===== src/rtl/dde_pkg.sv =====
package dde_pkg;

  typedef enum logic [3:0] {
    SQ_IDLE, SQ_CHECK,
    SQ_LEN_REQ, SQ_LEN_WAIT,
    SQ_BUF_REQ, SQ_BUF_WAIT,
    SQ_BYTE_REQ, SQ_BYTE_WAIT,
    SQ_NXT_REQ, SQ_NXT_WAIT,
    SQ_FLG_REQ, SQ_FLG_WAIT,
    SQ_NEXT_CH
  } seq_state_t;

  // word offsets inside a descriptor
  localparam int unsigned OFS_LINK  = 0;
  localparam int unsigned OFS_LEN   = 4;
  localparam int unsigned OFS_BASE  = 8;
  localparam int unsigned OFS_FLAGS = 12;
  localparam int unsigned LAST_BIT  = 24;

  // bytes to move in one service: remaining bytes, capped
  function automatic logic [31:0] burst_bytes(input logic [31:0] len,
                                              input logic [31:0] prog,
                                              input int unsigned cap);
    logic [31:0] left;
    if (prog >= len) return 32'd0;
    left = len - prog;
    if (left > 32'(cap)) return 32'(cap);
    return left;
  endfunction

  // a chain continues only when both end markers are clear
  function automatic logic chain_goes_on(input logic [31:0] link,
                                         input logic [31:0] flags);
    return !link[0] && !flags[LAST_BIT];
  endfunction

endpackage


===== src/rtl/dde_tick.sv =====
module dde_tick #(
  parameter int unsigned TICK_CYCLES = 64
) (
  input  logic clk,
  input  logic rst_n,
  input  logic take,
  output logic pending
);
  localparam int unsigned CW = (TICK_CYCLES > 1) ? $clog2(TICK_CYCLES) : 1;

  logic [CW-1:0] cnt_q;
  logic          wrap;

  assign wrap = (cnt_q == CW'(TICK_CYCLES - 1));

  always_ff @(posedge clk) begin
    if (!rst_n) begin
      cnt_q   <= '0;
      pending <= 1'b0;
    end else begin
      cnt_q <= wrap ? '0 : cnt_q + 1'b1;
      if (wrap)      pending <= 1'b1;
      else if (take) pending <= 1'b0;
    end
  end
endmodule


===== src/rtl/dde_chan_regs.sv =====
module dde_chan_regs #(
  parameter int unsigned NCH        = 3,
  parameter int unsigned REG_AW     = 8,
  parameter int unsigned REG_BASE   = 'h50,
  parameter int unsigned REG_STRIDE = 'h10,
  parameter int unsigned STAT_ADDR  = 'hB4,
  parameter int unsigned BUSY_BIT   = 4,
  localparam int unsigned CHW = (NCH > 1) ? $clog2(NCH) : 1
) (
  input  logic              clk,
  input  logic              rst_n,
  input  logic              reg_we,
  input  logic [REG_AW-1:0] reg_addr,
  input  logic [31:0]       reg_wdata,
  output logic [31:0]       reg_rdata,
  input  logic [CHW-1:0]    eng_ch,
  input  logic              eng_stop,
  input  logic              eng_inc,
  input  logic              eng_adv,
  input  logic [31:0]       eng_next,
  input  logic              eng_keep,
  output logic [NCH-1:0]    run_vec,
  output logic [31:0]       cur_addr [NCH],
  output logic [31:0]       prog     [NCH]
);

  for (genvar c = 0; c < NCH; c++) begin : g_ch
    localparam logic [REG_AW-1:0] A_REQ  = REG_AW'(REG_BASE + c * REG_STRIDE);
    localparam logic [REG_AW-1:0] A_DESC = REG_AW'(REG_BASE + c * REG_STRIDE + 4);
    localparam logic [REG_AW-1:0] A_RUN  = REG_AW'(REG_BASE + c * REG_STRIDE + 8);

    logic        run_q;
    logic [31:0] cur_q, prog_q, stage_q;
    logic        mine, wr_req, wr_desc, wr_run, req_one;

    assign mine    = (eng_ch == CHW'(c));
    assign wr_req  = reg_we && (reg_addr == A_REQ);
    assign wr_desc = reg_we && (reg_addr == A_DESC);
    assign wr_run  = reg_we && (reg_addr == A_RUN);
    assign req_one = (reg_wdata == 32'd1);

    // engine updates first, software writes override them
    always_ff @(posedge clk) begin
      if (!rst_n) begin
        run_q   <= 1'b0;
        cur_q   <= '0;
        prog_q  <= '0;
        stage_q <= '0;
      end else begin
        if (mine && eng_stop) run_q  <= 1'b0;
        if (mine && eng_inc)  prog_q <= prog_q + 32'd1;
        if (mine && eng_adv) begin
          cur_q  <= eng_next;
          prog_q <= '0;
          run_q  <= eng_keep;
        end
        if (wr_req) begin
          run_q <= req_one;
          if (req_one && (stage_q != '0)) begin
            cur_q   <= stage_q;
            prog_q  <= '0;
            stage_q <= '0;
          end
        end
        if (wr_desc) stage_q <= reg_wdata;
        if (wr_run && (reg_wdata == '0)) run_q <= 1'b0;
      end
    end

    assign run_vec[c]  = run_q;
    assign cur_addr[c] = cur_q;
    assign prog[c]     = prog_q;
  end

  always_comb begin
    reg_rdata = '0;
    if (reg_addr == REG_AW'(STAT_ADDR)) reg_rdata[BUSY_BIT] = |run_vec;
    for (int c = 0; c < NCH; c++) begin
      if (reg_addr == REG_AW'(REG_BASE + c * REG_STRIDE + 8))
        reg_rdata = {31'd0, run_vec[c]};
    end
  end
endmodule


===== src/rtl/dde_sequencer.sv =====
module dde_sequencer
  import dde_pkg::*;
#(
  parameter int unsigned NCH       = 3,
  parameter int unsigned MAX_BURST = 128,
  localparam int unsigned CHW  = (NCH > 1) ? $clog2(NCH) : 1,
  localparam int unsigned CNTW = $clog2(MAX_BURST + 1)
) (
  input  logic           clk,
  input  logic           rst_n,
  input  logic           tick_pending,
  output logic           tick_take,
  input  logic [NCH-1:0] run_vec,
  input  logic [31:0]    cur_addr [NCH],
  input  logic [31:0]    prog     [NCH],
  output logic           mem_req_valid,
  input  logic           mem_req_ready,
  output logic [31:0]    mem_req_addr,
  output logic           mem_req_word,
  input  logic           mem_rsp_valid,
  input  logic [31:0]    mem_rsp_data,
  output logic [CHW-1:0] eng_ch,
  output logic           eng_stop,
  output logic           eng_inc,
  output logic           eng_adv,
  output logic [31:0]    eng_next,
  output logic           eng_keep,
  output logic           chan_start,
  output logic           out_valid,
  output logic [7:0]     out_data,
  output logic [CHW-1:0] out_chan
);

  seq_state_t      state_q;
  logic [CHW-1:0]  ch_q;
  logic [31:0]     len_q, base_q, link_q;
  logic [CNTW-1:0] cnt_q;

  logic [31:0] cur_sel, prog_sel, burst_now;
  logic        run_sel, last_ch;

  assign cur_sel   = cur_addr[ch_q];
  assign prog_sel  = prog[ch_q];
  assign run_sel   = run_vec[ch_q];
  assign last_ch   = (ch_q == CHW'(NCH - 1));
  assign burst_now = burst_bytes(len_q, prog_sel, MAX_BURST);

  assign tick_take  = (state_q == SQ_IDLE) && tick_pending;
  assign eng_ch     = ch_q;
  assign eng_stop   = (state_q == SQ_CHECK) && (!run_sel || cur_sel[0]);
  assign chan_start = (state_q == SQ_CHECK) && run_sel && !cur_sel[0];
  assign eng_inc    = (state_q == SQ_BYTE_WAIT) && mem_rsp_valid;
  assign eng_adv    = (state_q == SQ_FLG_WAIT) && mem_rsp_valid && run_sel;
  assign eng_next   = link_q;
  assign eng_keep   = chain_goes_on(link_q, mem_rsp_data);

  always_comb begin
    mem_req_valid = 1'b1;
    mem_req_word  = 1'b1;
    mem_req_addr  = cur_sel;
    unique case (state_q)
      SQ_LEN_REQ:  mem_req_addr = cur_sel + 32'(OFS_LEN);
      SQ_BUF_REQ:  mem_req_addr = cur_sel + 32'(OFS_BASE);
      SQ_NXT_REQ:  mem_req_addr = cur_sel + 32'(OFS_LINK);
      SQ_FLG_REQ:  mem_req_addr = cur_sel + 32'(OFS_FLAGS);
      SQ_BYTE_REQ: begin
        mem_req_addr = base_q + prog_sel;
        mem_req_word = 1'b0;
      end
      default:     mem_req_valid = 1'b0;
    endcase
  end

  always_ff @(posedge clk) begin
    if (!rst_n) begin
      state_q   <= SQ_IDLE;
      ch_q      <= '0;
      len_q     <= '0;
      base_q    <= '0;
      link_q    <= '0;
      cnt_q     <= '0;
      out_valid <= 1'b0;
      out_data  <= '0;
      out_chan  <= '0;
    end else begin
      out_valid <= eng_inc;
      if (eng_inc) begin
        out_data <= mem_rsp_data[7:0];
        out_chan <= ch_q;
      end
      unique case (state_q)
        SQ_IDLE: if (tick_pending) begin
          ch_q    <= '0;
          state_q <= SQ_CHECK;
        end
        SQ_CHECK:    state_q <= eng_stop ? SQ_NEXT_CH : SQ_LEN_REQ;
        SQ_LEN_REQ:  if (mem_req_ready) state_q <= SQ_LEN_WAIT;
        SQ_LEN_WAIT: if (mem_rsp_valid) begin
          len_q   <= mem_rsp_data;
          state_q <= SQ_BUF_REQ;
        end
        SQ_BUF_REQ:  if (mem_req_ready) state_q <= SQ_BUF_WAIT;
        SQ_BUF_WAIT: if (mem_rsp_valid) begin
          base_q <= mem_rsp_data;
          if (burst_bytes(len_q, prog_sel, MAX_BURST) == '0) begin
            state_q <= SQ_NEXT_CH;
          end else begin
            cnt_q   <= CNTW'(burst_now);
            state_q <= SQ_BYTE_REQ;
          end
        end
        SQ_BYTE_REQ: if (mem_req_ready) state_q <= SQ_BYTE_WAIT;
        SQ_BYTE_WAIT: if (mem_rsp_valid) begin
          cnt_q <= cnt_q - 1'b1;
          if (cnt_q == CNTW'(1)) begin
            if ((prog_sel + 32'd1 >= len_q) && run_sel) state_q <= SQ_NXT_REQ;
            else                                        state_q <= SQ_NEXT_CH;
          end else begin
            state_q <= SQ_BYTE_REQ;
          end
        end
        SQ_NXT_REQ:  if (mem_req_ready) state_q <= SQ_NXT_WAIT;
        SQ_NXT_WAIT: if (mem_rsp_valid) begin
          link_q  <= mem_rsp_data;
          state_q <= SQ_FLG_REQ;
        end
        SQ_FLG_REQ:  if (mem_req_ready) state_q <= SQ_FLG_WAIT;
        SQ_FLG_WAIT: if (mem_rsp_valid) state_q <= SQ_NEXT_CH;
        SQ_NEXT_CH: begin
          if (last_ch) begin
            state_q <= SQ_IDLE;
          end else begin
            ch_q    <= ch_q + 1'b1;
            state_q <= SQ_CHECK;
          end
        end
        default: state_q <= SQ_IDLE;
      endcase
    end
  end
endmodule


===== src/rtl/desc_dma_engine.sv =====
module desc_dma_engine #(
  parameter int unsigned NCH         = 3,
  parameter int unsigned TICK_CYCLES = 64,
  parameter int unsigned MAX_BURST   = 128,
  parameter int unsigned REG_AW      = 8,
  parameter int unsigned REG_BASE    = 'h50,
  parameter int unsigned REG_STRIDE  = 'h10,
  parameter int unsigned STAT_ADDR   = 'hB4,
  parameter int unsigned BUSY_BIT    = 4
) (
  input  logic                     clk,
  input  logic                     rst_n,
  input  logic                     reg_we,
  input  logic [REG_AW-1:0]        reg_addr,
  input  logic [31:0]              reg_wdata,
  output logic [31:0]              reg_rdata,
  output logic                     mem_req_valid,
  input  logic                     mem_req_ready,
  output logic [31:0]              mem_req_addr,
  output logic                     mem_req_word,
  input  logic                     mem_rsp_valid,
  input  logic [31:0]              mem_rsp_data,
  output logic                     out_valid,
  output logic [7:0]               out_data,
  output logic [$clog2(NCH)-1:0]   out_chan
);
  localparam int unsigned CHW = $clog2(NCH);

  logic           tick_pending, tick_take;
  logic [NCH-1:0] run_vec;
  logic [31:0]    cur_addr [NCH];
  logic [31:0]    prog     [NCH];
  logic [CHW-1:0] eng_ch;
  logic           eng_stop, eng_inc, eng_adv, eng_keep, chan_start;
  logic [31:0]    eng_next;

  dde_tick #(.TICK_CYCLES(TICK_CYCLES)) u_tick (
    .clk(clk), .rst_n(rst_n), .take(tick_take), .pending(tick_pending)
  );

  dde_chan_regs #(
    .NCH(NCH), .REG_AW(REG_AW), .REG_BASE(REG_BASE), .REG_STRIDE(REG_STRIDE),
    .STAT_ADDR(STAT_ADDR), .BUSY_BIT(BUSY_BIT)
  ) u_regs (
    .clk(clk), .rst_n(rst_n),
    .reg_we(reg_we), .reg_addr(reg_addr), .reg_wdata(reg_wdata), .reg_rdata(reg_rdata),
    .eng_ch(eng_ch), .eng_stop(eng_stop), .eng_inc(eng_inc), .eng_adv(eng_adv),
    .eng_next(eng_next), .eng_keep(eng_keep),
    .run_vec(run_vec), .cur_addr(cur_addr), .prog(prog)
  );

  dde_sequencer #(.NCH(NCH), .MAX_BURST(MAX_BURST)) u_seq (
    .clk(clk), .rst_n(rst_n),
    .tick_pending(tick_pending), .tick_take(tick_take),
    .run_vec(run_vec), .cur_addr(cur_addr), .prog(prog),
    .mem_req_valid(mem_req_valid), .mem_req_ready(mem_req_ready),
    .mem_req_addr(mem_req_addr), .mem_req_word(mem_req_word),
    .mem_rsp_valid(mem_rsp_valid), .mem_rsp_data(mem_rsp_data),
    .eng_ch(eng_ch), .eng_stop(eng_stop), .eng_inc(eng_inc), .eng_adv(eng_adv),
    .eng_next(eng_next), .eng_keep(eng_keep), .chan_start(chan_start),
    .out_valid(out_valid), .out_data(out_data), .out_chan(out_chan)
  );
endmodule


===== config.mk =====
export PLATFORM = sky130hd
export DESIGN_NAME = desc_dma_engine
export DESIGN_NICKNAME = d
export VERILOG_FILES = /design/src/rtl/dde_pkg.sv /design/src/rtl/dde_tick.sv /design/src/rtl/dde_chan_regs.sv /design/src/rtl/dde_sequencer.sv /design/src/rtl/desc_dma_engine.sv
export SDC_FILE = /design/constraint.sdc
export NUM_CORES = 1
export LEC_CHECK = 0
export ABC_AREA = 1
export CAP_MARGIN = 20
export CORE_MARGIN = 1.5
export CORE_UTILIZATION = 60
export CTS_BUF_LIST = sky130_fd_sc_hd__clkbuf_4 sky130_fd_sc_hd__clkbuf_8 sky130_fd_sc_hd__clkbuf_16
export CTS_CLUSTER_SIZE = 14
export DETAILED_ROUTE_END_ITERATION = 7
export PLACE_DENSITY_LB_ADDON = 0.12
export SYNTH_ARGS = -nofsm -noshare
export SYNTH_HDL_FRONTEND = slang
export SYNTH_SLANG_ARGS = --single-unit

===== constraint.sdc =====
create_clock -name clk -period 5.21 [get_ports clk]
set_clock_uncertainty 0.05 [all_clocks]
set_input_delay 1.042 -clock clk [delete_from_list [all_inputs] [get_ports clk]]
set_output_delay 1.042 -clock clk [all_outputs]
set_load 0.1 [all_outputs]

Word level (Yosys, flattened, before mapping)
Index checks and enable logic that the tools add are counted.
{"block": "totals", "register_bits": 419, "input_bits": 77}
{"block": "op_classes", "add_sub_neg": 12, "magnitude_cmp": 5, "n_eq_ne": 40, "mux": 99, "bitwise": 2, "reduce_logical": 69}
{"cell": "32-bit two-way mux", "n": 41}
{"cell": "32-bit by 1-bit adder with 32-bit output, second input constant", "n": 4}
{"cell": "32-bit binary-select mux with 2-bit select", "n": 2}
{"cell": "32-bit case mux with 4 select lines", "n": 1}
{"cell": "32-bit nonzero test", "n": 3}
{"cell": "8-bit by 7-bit == test with 1-bit output, second input constant", "n": 9}
{"cell": "32-bit by 4-bit adder with 32-bit output, second input constant", "n": 2}
{"cell": "32-bit >= comparator", "n": 2}
{"cell": "32-bit zero test", "n": 2}
{"cell": "4-bit two-way mux", "n": 14}
{"cell": "4-bit case mux with 13 select lines", "n": 1}
{"cell": "8-bit two-way mux", "n": 5}
{"cell": "32-bit by 3-bit adder with 32-bit output, second input constant", "n": 1}
{"cell": "32-bit adder", "n": 1}
{"cell": "32-bit by 1-bit == test with 1-bit output, second input constant", "n": 1}
{"cell": "32-bit by 8-bit > comparator with 1-bit output, second input constant", "n": 1}
{"cell": "32-bit subtractor", "n": 1}
{"cell": "1-bit logical AND", "n": 31}
{"cell": "1-bit two-way mux", "n": 26}
{"cell": "2-bit inequality test, second input constant", "n": 13}
{"cell": "4-bit == test, second input constant", "n": 5}
{"cell": "2-bit nonzero test", "n": 9}
{"cell": "4-bit by 3-bit == test with 1-bit output, second input constant", "n": 4}
{"cell": "8-bit case mux with 2 select lines", "n": 1}
{"cell": "other kinds (31)", "n": 47}

Depth between registers and ports, before layout
Gate-level depths: netlist of the first run.
{"block": "logic_depth", "word_depth": 22, "mapped_depth": 33, "mapped_depth_nobuf": 31}

Hierarchy
Synthesis of the first run repeated with hierarchy kept, for this count alone.
{"block": "unflattened", "hier_cells": 4585, "area_unflattened_um2": 28473.6}
{"mod": "dde_chan_regs", "instances": 1, "cells_per_inst": 2142, "area_per_inst_um2": 14188.6, "seq_area_each_um2": 5825.6}
{"mod": "dde_sequencer", "instances": 1, "cells_per_inst": 2408, "area_per_inst_um2": 13992.2, "seq_area_each_um2": 2422.3}
{"mod": "dde_tick", "instances": 1, "cells_per_inst": 35, "area_per_inst_um2": 292.8, "seq_area_each_um2": 140.1}

Worst setup path after synthesis of the first run
No wires, ideal clock.
{"block": "synth_timing", "path_type": "register -> output", "startpoint": "register u_seq.ch_q[0] (netlist: u_seq.eng_ch[0])", "endpoint": "output mem_req_addr[8]", "t_arrival_ps": 5665, "required_ps": 4118, "slack_ps": -1547, "stages_incl_launch_ff": 17, "cell_sequence": "dfxtp_1 > buf_6 > nor2_8 > inv_4 > buf_6 > o21a_4 > inv_1 > ha_1 > fa_1 > nand2_1 > nand2_1 > o21ai_0 > o21ai_0 > nand2_1 > nand2_1 > nor2_1 > o311ai_0"}
{"block": "synth_between", "elab_chain_cells": 6, "elab_cells_between_ends": 12, "cone_classes": "4 x add/sub; 7 x mux; 1 x bitwise"}
{"element": "start: declaration", "line": "dde_sequencer.sv:35", "rtl": "logic [CHW-1:0] ch_q;"}
{"element": "start signal: assignment", "line": "dde_sequencer.sv:133", "rtl": "ch_q <= ch_q + 1'b1;"}
{"element": "2-bit inverter with 3-bit output (implied by the code) *", "line": "dde_sequencer.sv:42, dde_sequencer.sv:43"}
{"element": "32-bit binary-select mux with 2-bit select, on equally long branches", "line": "dde_sequencer.sv:43, dde_sequencer.sv:42"}
{"element": "32-bit two-way mux, on equally long branches (2 in a row)", "line": "dde_sequencer.sv:43, dde_sequencer.sv:42"}
{"element": "32-bit adder (tied with other cells)", "line": "dde_sequencer.sv:67", "rtl": "mem_req_addr = base_q + prog_sel;"}
{"element": "32-bit case mux with 4 select lines *", "line": "dde_sequencer.sv:61", "rtl": "unique case (state_q)"}
{"element": "end: declaration", "line": "desc_dma_engine.sv:19", "rtl": "output logic [31:0] mem_req_addr,"}
Every way passes the cells marked *; elsewhere a longest branch is shown, timed or not. The select of a mux whose other input is x is not followed.

Final worst setup path of the first run
{"block": "layout_timing", "startpoint": "register u_seq.ch_q[0] (netlist: u_seq.eng_ch[0])", "endpoint": "output mem_req_addr[24]"}
The elaborated chain is that of the path after synthesis.

==> results of run 1 <==
cell families (layout without fill, tap and decap cells):
logic type,count (synthesis),after routing,share of synthesized area (%)
fa+ha+maj,110,110,5.102
simple gates,2063,2063,32.79
compound gates,823,823,17.28
xor+xnor,115,115,3.673
other cells,1,31,0.01368
flops,419,419,30.59
buf+inv,712,784,10.55
metal layers:
metal | up-vias | routed length (µm) | part of all wire (%) | GRT usage [%]
met5 | - | 0 | 0 | 0
met4 | 0 | 5406 | 5.8 | 20.81
met3 | 283 | 8009 | 8.6 | 4.822
met2 | 1404 | 41380 | 45 | 62.30
met1 | 13130 | 38030 | 41 | 51.14
li1 | 14020 | - | - | -
state kept, by name, summed over array words and instances, names as in the netlist:
signal / cells
u_regs.g_ch.prog_q: 96
u_seq.state_q: 4
u_seq.out_valid: 1
u_seq.eng_next: 32
u_tick.pending: 1
u_seq.base_q: 32
u_seq.eng_ch: 2
u_regs.g_ch.stage_q: 96
u_seq.len_q: 32
u_tick.cnt_q: 6
u_seq.out_chan: 2
u_regs.g_ch.run_q: 3
u_regs.g_ch.cur_q: 96
u_seq.cnt_q: 8
u_seq.out_data: 8
metrics by stage:
step / total power, mW / TNS, ns / cells / util, %
2_1_floorplan: 3.473 / 0 / 4272 / -
4_1_cts: 6.793 / -0.001914 / 4926 / 68.38
3_5_place_dp: 3.590 / 0 / 4838 / 64.74
3_3_place_gp: 3.592 / 0 / 4838 / 64.74
6_report: 6.780 / 0 / 4945 / 69.46
5_1_grt: 6.934 / -0.1369 / 4944 / 69.45
worst min path at each step:
stage / cells after the start / from / slack [ns] / endpoint
finish: 2 / u_tick.cnt_q[3] / 0.42 / u_tick.cnt_q[3]
global route: 2 / u_regs.g_ch[2].stage_q[30] / 0.44 / u_regs.g_ch[2].stage_q[30]
CTS: 2 / u_regs.g_ch[1].prog_q[31] / 0.42 / u_regs.g_ch[1].prog_q[31]
detailed placement: 2 / u_regs.g_ch[1].prog_q[31] / 0.41 / u_regs.g_ch[1].prog_q[31]
global placement: 2 / u_tick.pending / 0.40 / u_tick.pending
floorplan: 1 / u_tick.cnt_q[0] / 0.38 / u_tick.cnt_q[0]
where the power goes:
part,leakage [nW],internal [mW],switching [mW]
Clock,0.764,1.87,1.38
Combinational,8.78,0.0752,0.244
Sequential,3.37,3.21,0.00262
placed cells by master (no fill, tap or decap), types with 8 or more instances in the layout:
master	n
ha_1	94
xnor2_1	23
a32oi_1	9
a31oi_1	104
nor2_4	11
o21a_2	8
o21ai_1	26
nand2_1	1163
a21oi_2	10
clkinv_2	12
clkdlybuf4s50_1	87
nor3_2	12
nor3_1	60
clkbuf_16	46
nor2_1	339
o21a_1	14
xor2_1	92
buf_12	35
and2_1	8
clkbuf_8	11
or2_2	55
clkbuf_4	8
nor4_1	44
nand4_1	71
dfxtp_1	417
nand3_1	195
inv_2	39
nand2_2	28
a21oi_1	338
nand3b_1	8
inv_1	467
a32o_1	10
o211ai_1	22
nor2_2	30
o21ai_0	211
buf_4	52
conb_1	30
a211oi_1	9
critical path: stages (launching register included):
cell	delay, ns
dfxtp_4	0.48
buf_6	0.16
nand2_2	0.05
o211ai_1	0.12
o21a_4	0.19
clkinvlp_4	0.15
ha_4	0.20
fa_2	0.41
nand2_2	0.08
nand2_2	0.06
o21ai_2	0.08
o21ai_2	0.09
nand2_1	0.10
nand2_1	0.07
nand2_1	0.07
nand3_2	0.08
nand2_2	0.09
nand2_2	0.07
nand2_2	0.06
nand2_2	0.06
a21o_1	0.21
a21oi_2	0.14
o21ai_2	0.09
nand4_1	0.15
buf_12	0.20
cell type report:
class                   instances  share of cell area [%]
multi-input cells            3141                   53.00
flip-flops and latches        419                   26.74
repair buffers                185                   6.777
inverters                     518                   6.299
clock buffers                  65                   4.341
well taps                     600                   2.392
clock inverters                16                  0.4385
diodes                          1                0.007973
what timing repair did:
action / in CTS / in global routing
gates resized for setup: 24 / 91
pin swaps: 4 / 23
buffers inserted: 7 / 16
setup endpoints to repair: 15 / 17
==> impl_results.md, run 1 <==
- Status: complete, no violations
- CTS root buf: clkbuf_16
- Seq/Total Area, Yosys: around 31%
- Synth unique cells: 75
- Multi-input gate area: 0.01663 mm²
- Row count: 78
- Ys Warns: 0
- Number of global-route vias before repair: 26770
- Crit path to: mem_req_addr[24]
- Nets: 4497
- Final worst-path cycle share: 99.03%
- Hold Crit Class: reg -> reg
- H-tree lvl count: 2
- Flop-to-flop setup slack: between 0.5 and 0.6 ns
- Starting Density: between 60 and 70%
- Placer Congestion: approximately 1.1
- Maximum clock path buffer count: 3
- Clock sink count: 419
- DRC: 0
- Final hold vios: 0
- HPWL Detailed: 69.62 mm
- Worst path required time: 4.12 ns
- Worst setup path start: u_seq.eng_ch[0]
- Count leader, synth: nand2_1
- WS Path Type: reg -> out
- Slew Limit Fails: 0
- Max Fclk: a little under 200 MHz
- DR vias/cell: 5.833
- Clk slew on worst S/H paths: approximately 0.060 ns
- Die height: between 200 and 250 µm
- Layout cells sized above 1: a little over 10%
- Final worst slack: a little over 0.05 ns
- Final Instance Area: 0.03139 mm²
- RSZ-0062 raised after global routing: true
- Place WS: 0.2240 ns
- Total global routing overflow: 0
- Arrival time at the worst endpoint: approximately 4.1 ns
- Largest cells by area after synthesis: dfxtp_1, nand2_1, inv_1
- CP Max Fanout: 6
- Ys async rst share: 0%
- Tot GR Track Use: a little under 40%
- Share of the synthesized area in the top cell type: 30.59%
- Fillcell total: just over 4000
- Power Density: around 220 mW/mm²
- #FFs+latches synth: around 420
- Initial antenna violation count: 2
- Prevailing post-synth register cell: dfxtp_1
- Cell accounting for the most synthesized area: dfxtp_1
- Startpoint types: flip-flop
- Worst Max-Slew Pin Slew: 1.064 ns
- Average cell area after synthesis: between 6 and 7 µm²
- R2r worst-path depth: 32
- ANT nets after route: 0
- Wire length of the first global-routing pass: around 150 mm
- Hold Worst Slack: about 0.42 ns
- Die Area: about 0.047 mm²
- Post-CTS Hold Buffers: 0
- Slew HR: between 20% and 30%
- Tmin final: 5.159 ns
- Vias: roughly 29000
- Pin count of the biggest net entering global routing: between 100 and 150
- Final Setup Violations: 0
- Syn Std Cell Area: between 0.02 and 0.03 mm²
- Peak VDD IR: 242.6 µV
- P&R area growth vs syn: 14.46%
- WL/cell: roughly 19 µm
- Mapped Cells: about 4200
- RR Endpoint: u_seq.state_q[2]
- Violation count after the first detailed-route iteration: roughly 3500
- Number of CTS-inserted buffers: between 40 and 50
- Leakage: roughly 13 nW
- Core ar.: approximately 0.045 mm²
- DRT Wirelength: ~93 mm
- Maxcap violations: 0
- Top Ports: 154
- Synth top cells by count: nand2_1, inv_1, dfxtp_1
- TritonCTS clock tree: yes
- Number of flops mapped to enable cells by yosys: 0
- Worst reg2reg path startpoint: u_seq.eng_ch[1]
- Die W: approximately 220 µm
- FF+latch area: between 0.008 and 0.009 mm²
- DR pass1 iterations: 6
- Later-pin clock latency in the skew report: between 0.6 and 0.7 ns
- Post-DP Area: around 0.029 mm²
- Critical Path Sink Type: output port
- Input/output buffers: about 120
(Power assumes the default switching activity.)
==> run 2, diff against run 1 <==
CORE_ASPECT_RATIO = 1.5   (was unset)
CORE_UTILIZATION = 61   (was 60)
==> run 2 against run 1 <==
  * Sequential power about the same
  * Final area up 0.43%
  * Worst setup slack worse by 0.038 ns
  * Largest power group unchanged
  * Non-clock buffer count up 9
  * Cell count down 0.18%
  * Worst hold slack worse by 0.0028 ns
  * Global-route usage up 2.3 points
  * Flip-flop and latch count unchanged
  * Largest cell class unchanged
  * Critical path depth down 7
  * Utilization up 1.3 points
  * Die area down 1.6%
  * Clock power up 2%
==> impl_results.md, run 2 (same netlist as run 1, synthesis figures left out) <==
- CTS root buf: clkbuf_16 (unchanged)
- Die height: 262.7 µm (was 216.8 µm)
- Final Setup Violations: 0 (unchanged)
- P&R area growth vs syn: 14.95% (was 14.46%)
- ANT nets after route: 0 (unchanged)
- Global route hottest layer: met2 (unchanged)
- CP Max Fanout: 26 (was 6)
- Met2 usage: 71.67% (was 62.30%)
- DRC: 0 (unchanged)
- Min-Delay Path Depth: 2 (unchanged)
- Wire length of the first global-routing pass: 149.0 mm (was 145.6 mm)
- Input/output buffers: 123 (unchanged)
- Status: complete, no violations (unchanged)
- Most common cell after layout, fill and taps aside: nand2_1 (unchanged)
- Number of global-route vias before repair: 27650 (was 26770)
- Row count: 95 (was 78)
- Tot GR Track Use: 41.14% (was 38.87%)
- Top Ports: 154 (unchanged)
- Later-pin clock latency in the skew report: 0.59 ns (was 0.61 ns)
- HPWL Detailed: 73.05 mm (was 69.62 mm)
- Hold Crit Class: reg -> reg (unchanged)
- Startpoint types: flip-flop (unchanged)
- Flop pwr share: 46.8% (was 47.3%)
- Peak VDD IR: 275.5 µV (was 242.6 µV)
- Layout cells sized above 1: 10.43% (was 10.22%)
- Worst Max-Slew Pin Slew: 1.117 ns (was 1.064 ns)
- DR vias/cell: 5.941 (was 5.833)
- Maxcap violations: 0 (unchanged)
- Top Registers: u_regs.g_ch.cur_q: 96 flops, u_regs.g_ch.prog_q: 96 flops, u_regs.g_ch.stage_q: 96 flops (unchanged)
- WS Path Type: reg -> out (unchanged)
- Comb power frac: 4.6% (was 4.7%)
- Slew Limit Fails: 0 (unchanged)
- Clock sink count: 419 (unchanged)
- RSZ-0062 raised after global routing: true (unchanged)
- Met1 Use GR: 43.48% (was 51.14%)
- Fillcell total: 4006 (was 4035)
- Number of CTS-inserted buffers: 43 (was 45)
- Worst reg2reg path startpoint: u_seq.eng_ch[0] (was u_seq.eng_ch[1])
- Slew HR: 24.88% (was 28.98%)
- Final hold vios: 0 (unchanged)
- Vias: 29330 (was 28840)
- Sw Ratio: 23.72% (was 24.00%)
- Clock share of power: 48.6% (was 48.0%)
- Power Density: 217.4 mW/mm² (was 216.0 mW/mm²)
- H-tree lvl count: 2 (unchanged)
- Setup TNS: 0 ns (unchanged)
- Tmin final: 5.198 ns (was 5.159 ns)
- Post-CTS Hold Buffers: 0 (unchanged)
- Nets: 4507 (was 4497)
- Die Area: 0.04626 mm² (was 0.04699 mm²)
- Worst Hold Launch: u_tick.pending (was u_tick.cnt_q[3])
- WL/cell: 19.79 µm (was 18.77 µm)
- Clk slew on worst S/H paths: 0.07 ns (was 0.06 ns)
- Sw Pwr: 1.625 mW (was 1.627 mW)
- Final worst-path cycle share: 99.76% (was 99.03%)
- Arrival time at the worst endpoint: 4.11 ns (was 4.07 ns)
- Leakage: 12.97 nW (was 12.92 nW)
- Most frequent cells in the layout: nand2_1, inv_1, dfxtp_1, a21oi_1, nor2_1 (was nand2_1, inv_1, dfxtp_1, nor2_1, a21oi_1)
- Critical Path Sink Type: output port (unchanged)
- GRT met3 Usage: 7.465% (was 4.822%)
- Hold Worst Slack: 0.4146 ns (was 0.4174 ns)
- DRT Wirelength: 97.68 mm (was 92.82 mm)
- Die W: 176.1 µm (was 216.8 µm)
- R2r worst-path depth: 27 (was 32)
- Violation count after the first detailed-route iteration: 2582 (was 3510)
- Worst path required time: 4.12 ns (about the same)
- Total global routing overflow: 0 (unchanged)
- Core ar.: 0.04457 mm² (was 0.04519 mm²)
- Layout Utilization: 70.71% (was 69.46%)
- Placer Congestion: 1.077 (was 1.090)
- DR pass1 iterations: 6 (unchanged)
- Starting Density: 61.52% (was 60.68%)
- Maximum clock path buffer count: 3 (unchanged)
- Total design power: 6.852 mW (was 6.780 mW)
- Initial antenna violation count: 4 (was 2)
- Worst setup path start: u_seq.eng_ch[0] (unchanged)
- Max Fclk: 192.4 MHz (was 193.8 MHz)
- Internal power: 5.227 mW (was 5.153 mW)
- Pin count of the biggest net entering global routing: 129 (was 109)
- TritonCTS clock tree: yes (unchanged)
-- run 2: changes by cell type in the layout (fill, tap and decap cells not counted), sizes merged --
cell / before / now
bufinv: 1 / 4
clkbuf: 66 / 63
clkinvlp: 1 / 2
buf: 97 / 107
clkinv: 21 / 17
inv: 511 / 513
-- run 2: metal layers --
metal	wire [µm]	up-vias
met5	46	-
met4	8600	6
met3	6571	472
met2	48010	1371
met1	34450	13460
li1	-	14010
-- run 2: worst max-delay path, cell delays in order (launching register included) --
cell	delay, ns
dfxtp_4	0.37
buf_6	0.16
inv_8	0.15
buf_6	0.20
buf_8	0.21
nor2_1	0.09
o32ai_4	0.37
nand2_2	0.17
nor2_2	0.17
nand2_1	0.20
nor2_4	0.22
nand2_1	0.09
inv_2	0.07
nand3_1	0.12
o21ai_1	0.16
nand3_1	0.08
nand4_1	0.42
buf_12	0.24
-- run 2: final cells by class --
class                           count  area [µm²]  area share [%]
Antenna cell                        1       2.502        0.007939
Clock buffer                       63        1301           4.128
Clock inverter                     15       225.2          0.7145
Inverter                          518        1971           6.252
Multi-Input combinational cell   3141       16660           52.87
Sequential cell                   419        8392           26.62
Tap cell                          582       728.2           2.310
Timing Repair Buffer              194        2208           7.006
Timing Repair inverter              3       28.78         0.09130
-- run 2: path summary, 6_finish.rpt --
check,endpoint,slack [ns]
hold / removal,u_tick.pending,0.41
hold reg to reg,u_tick.pending,0.41
setup / recovery,mem_req_addr[16],0.01
setup reg to reg,u_seq.cnt_q[7],0.28
-- run 2: repair_timing --
action                                  CTS  global route
buffers inserted                          0            19
resized for setup                        16           105
pin swaps                                 1            19
endpoints found under the setup margin    9            28
cloned                                    0             3
-- run 2: metrics by stage --
| step | area [µm²] | cells | setup slack, ns |
|---|---|---|---|
| detailed placement | 29330 | 4834 | 0.4011 |
| global placement | 29310 | 4833 | 0.4395 |
| finish | 31520 | 4936 | 0.01237 |
| floorplan | 27550 | 4272 | 0.2021 |
| CTS | 30910 | 4912 | -0.003330 |
| global route | 31520 | 4935 | -0.06601 |
-- run 2: power by group through the flow --
stage          clock network [mW]  registers (mW)  logic (mW)
4_1_cts                      3.35            3.21       0.306
5_1_grt                      3.46            3.21       0.326
3_5_place_dp                    0            3.28       0.305
3_3_place_gp                    0            3.28       0.306
6_report                     3.33            3.21       0.312
2_1_floorplan                   0            3.28       0.193
